`src/rtl/tsf_pkg.sv`:
```
// Package: shared sizing and bit-position helpers for the timer status register.
// Assumes each channel packs its unit flags low and its overflow flag just above them.
package tsf_pkg;
    localparam int TSF_NUM_CH    = 3;
    localparam int TSF_NUM_UNITS = 4;

    // Bit position of unit u of channel ch.
    function automatic int unit_bit(input int ch, input int u, input int units);
        return ch * (units + 1) + u;
    endfunction

    // Bit position of the overflow flag of channel ch.
    function automatic int ovf_bit(input int ch, input int units);
        return ch * (units + 1) + units;
    endfunction
endpackage

```
`src/rtl/tsf_event_map.sv`:
```
// Module: tsf_event_map
// Routes the per-channel event pulses to their positions in the status word.
// Assumes the top bit of the word is reserved and never receives an event.
module tsf_event_map #(
    parameter int NUM_CH    = 3,
    parameter int NUM_UNITS = 4,
    localparam int REG_W    = NUM_CH * (NUM_UNITS + 1) + 1
) (
    input  logic [NUM_CH-1:0]           ovf_evt,
    input  logic [NUM_CH*NUM_UNITS-1:0] cap_evt,
    output logic [REG_W-1:0]            set_vec
);
    import tsf_pkg::*;

    // Wire every channel's events to its field; the reserved bit is tied low.
    for (genvar ch = 0; ch < NUM_CH; ch++) begin : g_ch
        for (genvar u = 0; u < NUM_UNITS; u++) begin : g_unit
            assign set_vec[unit_bit(ch, u, NUM_UNITS)] = cap_evt[ch*NUM_UNITS + u];
        end
        assign set_vec[ovf_bit(ch, NUM_UNITS)] = ovf_evt[ch];
    end
    assign set_vec[REG_W-1] = 1'b0;
endmodule

```
`src/rtl/tsf_flag_cell.sv`:
```
// Module: tsf_flag_cell
// One status flag and its arm bit. A read that sees the flag set arms the bit.
// A write of 0 to an armed bit consumes the arm and clears the flag,
// unless a set event arrives on the same edge, in which case the set wins.
// Assumes clr_wr_i is the write strobe already qualified by a 0 data bit.
module tsf_flag_cell (
    input  logic clk,
    input  logic rst_n,
    input  logic set_i,
    input  logic rd_i,
    input  logic clr_wr_i,
    output logic flag_o,
    output logic arm_o
);
    // Update the flag and arm state on each edge.
    always_ff @(posedge clk) begin
        if (!rst_n) begin
            flag_o <= 1'b0;
            arm_o  <= 1'b0;
        end else if (clr_wr_i && arm_o) begin
            flag_o <= set_i;
            arm_o  <= 1'b0;
        end else begin
            if (set_i)
                flag_o <= 1'b1;
            if (rd_i && flag_o)
                arm_o <= 1'b1;
        end
    end
endmodule

```
`src/rtl/tsf_status_reg.sv`:
```
// Module: tsf_status_reg (top)
// Status word for several timer channels, with flags that clear only after
// a read of 1 followed by a write of 0, and one level interrupt per flag.
// Assumes event inputs are synchronous to clk. The top bit is reserved.
module tsf_status_reg #(
    parameter int NUM_CH    = tsf_pkg::TSF_NUM_CH,
    parameter int NUM_UNITS = tsf_pkg::TSF_NUM_UNITS,
    localparam int REG_W    = NUM_CH * (NUM_UNITS + 1) + 1
) (
    input  logic                        clk,
    input  logic                        rst_n,
    input  logic [NUM_CH-1:0]           ovf_evt,
    input  logic [NUM_CH*NUM_UNITS-1:0] cap_evt,
    input  logic                        rd_en,
    output logic [REG_W-1:0]            rd_data,
    input  logic                        wr_en,
    input  logic [REG_W-1:0]            wr_data,
    input  logic                        ien_wr,
    input  logic [REG_W-1:0]            ien_data,
    output logic [REG_W-1:0]            irq
);
    logic [REG_W-1:0] set_vec;
    logic [REG_W-1:0] flag_vec;
    logic [REG_W-1:0] arm_vec;
    logic [REG_W-1:0] ien_q;

    tsf_event_map #(.NUM_CH(NUM_CH), .NUM_UNITS(NUM_UNITS)) u_map (
        .ovf_evt (ovf_evt),
        .cap_evt (cap_evt),
        .set_vec (set_vec)
    );

    // One flag cell per implemented bit; the reserved bit holds no state.
    for (genvar i = 0; i < REG_W - 1; i++) begin : g_cell
        tsf_flag_cell u_cell (
            .clk      (clk),
            .rst_n    (rst_n),
            .set_i    (set_vec[i]),
            .rd_i     (rd_en),
            .clr_wr_i (wr_en && !wr_data[i]),
            .flag_o   (flag_vec[i]),
            .arm_o    (arm_vec[i])
        );
    end
    assign flag_vec[REG_W-1] = 1'b0;
    assign arm_vec[REG_W-1]  = 1'b0;

    // Hold the interrupt enable mask, with the reserved bit forced low.
    always_ff @(posedge clk) begin
        if (!rst_n)
            ien_q <= '0;
        else if (ien_wr)
            ien_q <= {1'b0, ien_data[REG_W-2:0]};
    end

    assign rd_data = flag_vec;
    assign irq     = flag_vec & ien_q;
endmodule

```
`config.mk`:
```
export PLATFORM = sky130hd
export DESIGN_NAME = tsf_status_reg
export DESIGN_NICKNAME = d
export VERILOG_FILES = /design/src/rtl/tsf_pkg.sv /design/src/rtl/tsf_event_map.sv /design/src/rtl/tsf_flag_cell.sv /design/src/rtl/tsf_status_reg.sv
export SDC_FILE = /design/constraint.sdc
export NUM_CORES = 1
export LEC_CHECK = 0
export CAP_MARGIN = 15
export CORE_MARGIN = 1.5
export CORE_UTILIZATION = 45
export CTS_BUF_LIST = sky130_fd_sc_hd__clkbuf_2 sky130_fd_sc_hd__clkbuf_4 sky130_fd_sc_hd__clkbuf_8
export DETAILED_ROUTE_END_ITERATION = 16
export PLACE_DENSITY = 0.85
export REMOVE_ABC_BUFFERS = 1
export SLEW_MARGIN = 20
export SYNTH_ARGS = -nofsm -noshare
export SYNTH_HDL_FRONTEND = slang
export SYNTH_SLANG_ARGS = --single-unit
```
`constraint.sdc`:
```
create_clock -name clk -period 1.6 [get_ports clk]
set_input_delay 0.32 -clock clk [delete_from_list [all_inputs] [get_ports clk]]
set_output_delay 0.32 -clock clk [all_outputs]
set_load 0.02 [all_outputs]
```
After elaboration in Yosys (flattened, before gate mapping). Index checks and enable logic that the tools add are counted.

Mux-type cells: 30. Bitwise gates (word level): 2. Reductions and logical operators: 90.

Operators by type and width (count): $logic_and A1 B1 Y1 (45); $mux W1 (30); $reduce_bool A2 Y1 (15); $reduce_or A2 Y1 (15); $and A15 B15 Y15 (1); $logic_not A1 Y1 (15); $not A1 Y1 (1).

Register bits after elaboration: 45. Input port bits: 52. Output and inout port bits: 32. Logic and storage cells: 153.

Longest topological paths before layout.
Word-level depth: 4. Mapped depth: 4. Depth with buffers taken out: 2.

Cells and area by module. From an unflattened synthesis, not the netlist that was laid out.

Cell total of the unflattened synthesis: 219. Area total of the unflattened synthesis: 2001.9 µm².

By module, submodules not included: tsf_flag_cell (times used 15, cells each 8, area each 72.6 µm², sequential area each 40.0 µm²); tsf_status_reg (times used 1, cells each 82, area each 789.5 µm², sequential area each 300.3 µm²); tsf_event_map (times used 1, cells each 17, area each 123.9 µm², sequential area each 0.0 µm²).

Least setup slack after synthesis. No wires, ideal clock.

Path type: input to register. Start point: in ien_wr. End point: reg ien_q[10]. Setup time: 116 ps. Arrival time: 794 ps. Required time: 1484 ps. Slack: 690 ps. Cell stages on the path: 4. Buffers on the path: 2. Cells stage by stage: buf_6 > buf_8 > mux2i_1 > nor2b_1.

RTL lines: start: declaration (RTL line tsf_status_reg.sv:18) `input logic ien_wr,`; end signal: assignment (RTL line tsf_status_reg.sv:53) `ien_q <= {1'b0, ien_data[REG_W-2:0]};`; end: declaration (RTL line tsf_status_reg.sv:25) `logic [REG_W-1:0] ien_q;`.

Worst setup path after layout.
Start point: reg g_cell[7].u_cell.flag_o. End point: out irq[7].

Word-level cells in the longest chain between the ends: 1.

Ends and longest elaborated chain: start: declaration (RTL line tsf_flag_cell.sv:12) `output logic flag_o,`; start signal: assignment (RTL line tsf_flag_cell.sv:21) `flag_o <= set_i;`; $and A15 B15 Y15 (RTL line tsf_status_reg.sv:57) `assign irq = flag_vec & ien_q;`; end: declaration (RTL line tsf_status_reg.sv:20) `output logic [REG_W-1:0] irq`.

No other way between the ends.

==> key figures <==
Worst setup path
  • WP data arrival: 1.14 ns
  • Setup CP Type: reg2out
  • CP max stage delay: 0.37 ns
  • Slowest CP cell: dfxtp_1
  • Family with the most delay on the worst path: flip-flops
  • Critical path required time: 1.28 ns
  • CP bufs+invs: 1
  • Setup crit end kind: output port
  • Worst-path cell chain: and2_1, dlygate4sd2_1
  • Reg2Reg Depth: 2
  • Worst r2r dst: g_cell[7].u_cell.arm_o$_SDFFE_PP0P_
  • CP max FO: 4
  • Reg-to-Reg Start: g_cell[7].u_cell.flag_o$_SDFFE_PN0P_
  • Worst Setup Start Kind: flop
  • FF-to-FF setup slack: 0.82 ns

Drt
  • Number of iterations in the first detailed-routing pass: 4
  • WL/cell: 12.3 µm
  • Post-Route WL: 4.19 mm
  • Vias per cell: 4.89
  • DRC: 0
  • DR iter-0 viols: 75
  • Via count: 1669
  • Final antenna-violating net count: 0

STA
  • Slew Viols, Final: 0
  • Max Clk Rate: 685 MHz
  • Clk_skew: 0.00505 ns
  • Worst hold slack: 0.464 ns
  • Final period util: 91.3%
  • Fin. Hold Viols: 0
  • Final Critical Period: 1.46 ns
  • Final setup viols: 0
  • TNS Setup: 0 ns
  • RSZ-0062 raised after global routing: no

Flow run
  • Max Cap Viol: 0

Die
  • Die area: 5090 µm²
  • Core Area: 4410 µm²
  • Rows: 24
  • Boundary Pins: 84
  • Die width: 71.3 µm
  • Initial Util: 47.6%
  • Height of the die: 71.3 µm

Layout
  • Final core occ: 66.1%
  • Most frequent cells in the layout: 49 x clkdlybuf4s50_1, 45 x dfxtp_1, 30 x inv_1
  • Most common cell after layout, fill and taps aside: clkdlybuf4s50_1
  • Antenna cell count: 0
  • Area grow syn2layout: 38.8%
  • Area of the multi-input gates: 893 µm²
  • Share of post-route cells with drive strength above 1: 7.96%
  • Register Area: 901 µm²
  • Fill count: 379
  • NumNets Final: 340

Clocking
  • Setup Fix Bufs, Post-CTS: 0
  • CTS clk-pin slew, worst paths: 0.08 ns
  • Root Buffer: clkbuf_8
  • TritonCTS Sinks: 45
  • Clock Path Buffers: 2
  • H-Tree Depth: 2
  • CTS tree: built
  • CTS Buf Count: 5
  • Insertion delay to the later sink of the worst-skew pair: 0.29 ns

Pwr
  • VDD IR max: 0.458 mV
  • Total power: 2.59 mW
  • Seq pwr share: 48.3%
  • Design internal power: 1.97 mW
  • Leak Pwr: 1.35 nW
  • Comb pwr share: 17.0%
  • Switching pwr: 0.616 mW
  • Power Dens Cells: 886 nW/µm²
  • Clock power share: 34.7%
  • Sw frac: 23.8%

Logic synthesis
  • Post-Syn Instances: 223
  • Register area share after synthesis: 42.9%
  • Post-synth cell types: 17
  • Mapped cell area: 2100 µm²
  • Warnings, synthesis: 0
  • Synth Register Bits: 45
  • Synth Area per Inst: 9.42 µm²

Placed design
  • Routability Congestion: 0.767
  • Port Buffers: 79
  • Final HPWL DP: 3.06 mm

GRT
  • Antenna violations before repair: 0
  • Largest net degree at the start of global routing: 27
  • Vias in the first global route: 1555
  • Global router's overall resource usage: 17.2%
  • GRT Residual Overflow: 0
  • Global-route wire length before repair: 6.99 mm

Worst hold path
  • Min-delay worst type: reg2reg
  • Hold wc startpoint: g_cell[6].u_cell.arm_o$_SDFFE_PP0P_
  • Worst Hold Depth: 1
  • End of the worst hold path: g_cell[6].u_cell.flag_o$_SDFFE_PN0P_

Status
  • Run status: finished, final reports clean
[worst max path at each step]
| stage | start | endpoint | slack (ns) | cells past startpoint |
|---|---|---|---|---|
| after floorplan | g_cell[0].u_cell.flag_o$_SDFFE_PN0P_ | irq[0] | 0.57 | 1 |
| after global routing | g_cell[10].u_cell.flag_o$_SDFFE_PN0P_ | irq[10] | 0.07 | 2 |
| after CTS | g_cell[9].u_cell.flag_o$_SDFFE_PN0P_ | rd_data[9] | 0.0006 | 1 |
| after global placement | rst_n | g_cell[7].u_cell.arm_o$_SDFFE_PP0P_ | 0.09 | 4 |
| after detailed placement | rst_n | g_cell[7].u_cell.arm_o$_SDFFE_PP0P_ | 0.02 | 4 |
| final | g_cell[7].u_cell.flag_o$_SDFFE_PN0P_ | irq[7] | 0.14 | 2 |
[power by group through the flow]
stage / logic [mW] / registers, mW / clock network, mW
detailed placement: 0.471 / 1.28 / 0
global route: 0.479 / 1.26 / 0.966
floorplan: 0.168 / 1.30 / 0
CTS: 0.445 / 1.25 / 0.913
finish: 0.439 / 1.25 / 0.896
global placement: 0.461 / 1.27 / 0
[timing repair]
action,in CTS,in global routing
hold buffers,0,0
setup endpoints to repair,29,1
gates resized for setup,29,1
[state kept, by name, summed over array words and instances, names as in the netlist]
register	count
ien_q	15
g_cell.u_cell.arm_o	15
g_cell.u_cell.flag_o	15
[through the flow]
stage / cell area (µm²) / std cells / setup slack (ns)
global placement: 2830 / 333 / 0.0861
CTS: 2910 / 341 / 0.000624
global route: 2920 / 341 / 0.0712
floorplan: 1910 / 198 / 0.567
detailed placement: 2830 / 333 / 0.0237
finish: 2920 / 341 / 0.140
[layout make-up]
class                   instances  area share (%)
clock buffers                   7            3.09
clock inverters                 1            1.03
inverters                      30            3.86
multi-input cells             123            30.6
flip-flops and latches         45            30.9
well taps                      52            2.23
repair buffers                 83            28.3
[synth_stat cells]
master / n / area share, %
o32ai_2: 10 / 7.7
nor2b_1: 21 / 6.3
and2_1: 15 / 4.5
buf_4: 18 / 6.4
mux2i_1: 15 / 7.1
inv_1: 30 / 5.4
a31oi_1: 15 / 4.5
conb_1: 1 / 0.18
buf_2: 5 / 1.2
buf_6: 2 / 1.1
and2b_1: 9 / 3.2
dfxtp_1: 45 / 43
nand2_4: 1 / 0.54
o32ai_1: 5 / 2.1
nand2_1: 15 / 2.7
buf_8: 1 / 0.71
o21ai_0: 15 / 3.6
[per-layer routing]
metal	vias to the layer above	part of all wire (%)	global-route usage, %
met1	766	43	20.1
met2	48	50	30.7
met5	-	0	0
met3	4	5.5	4.22
li1	851	-	-
met4	0	0.95	6.29
[logic make-up (layout without fill, tap and decap cells)]
| family | after synthesis | count (layout) | synth area share [%] |
|---|---|---|---|
| buffers and inverters | 56 | 121 | 14.8 |
| and+or+nand+nor | 61 | 61 | 17.2 |
| AOI/OAI and AO/OA | 45 | 45 | 17.9 |
| muxes | 15 | 15 | 7.15 |
| other | 1 | 2 | 0.179 |
| DFF | 45 | 45 | 42.9 |
Note: power is estimated with default switching activity, not from simulation.
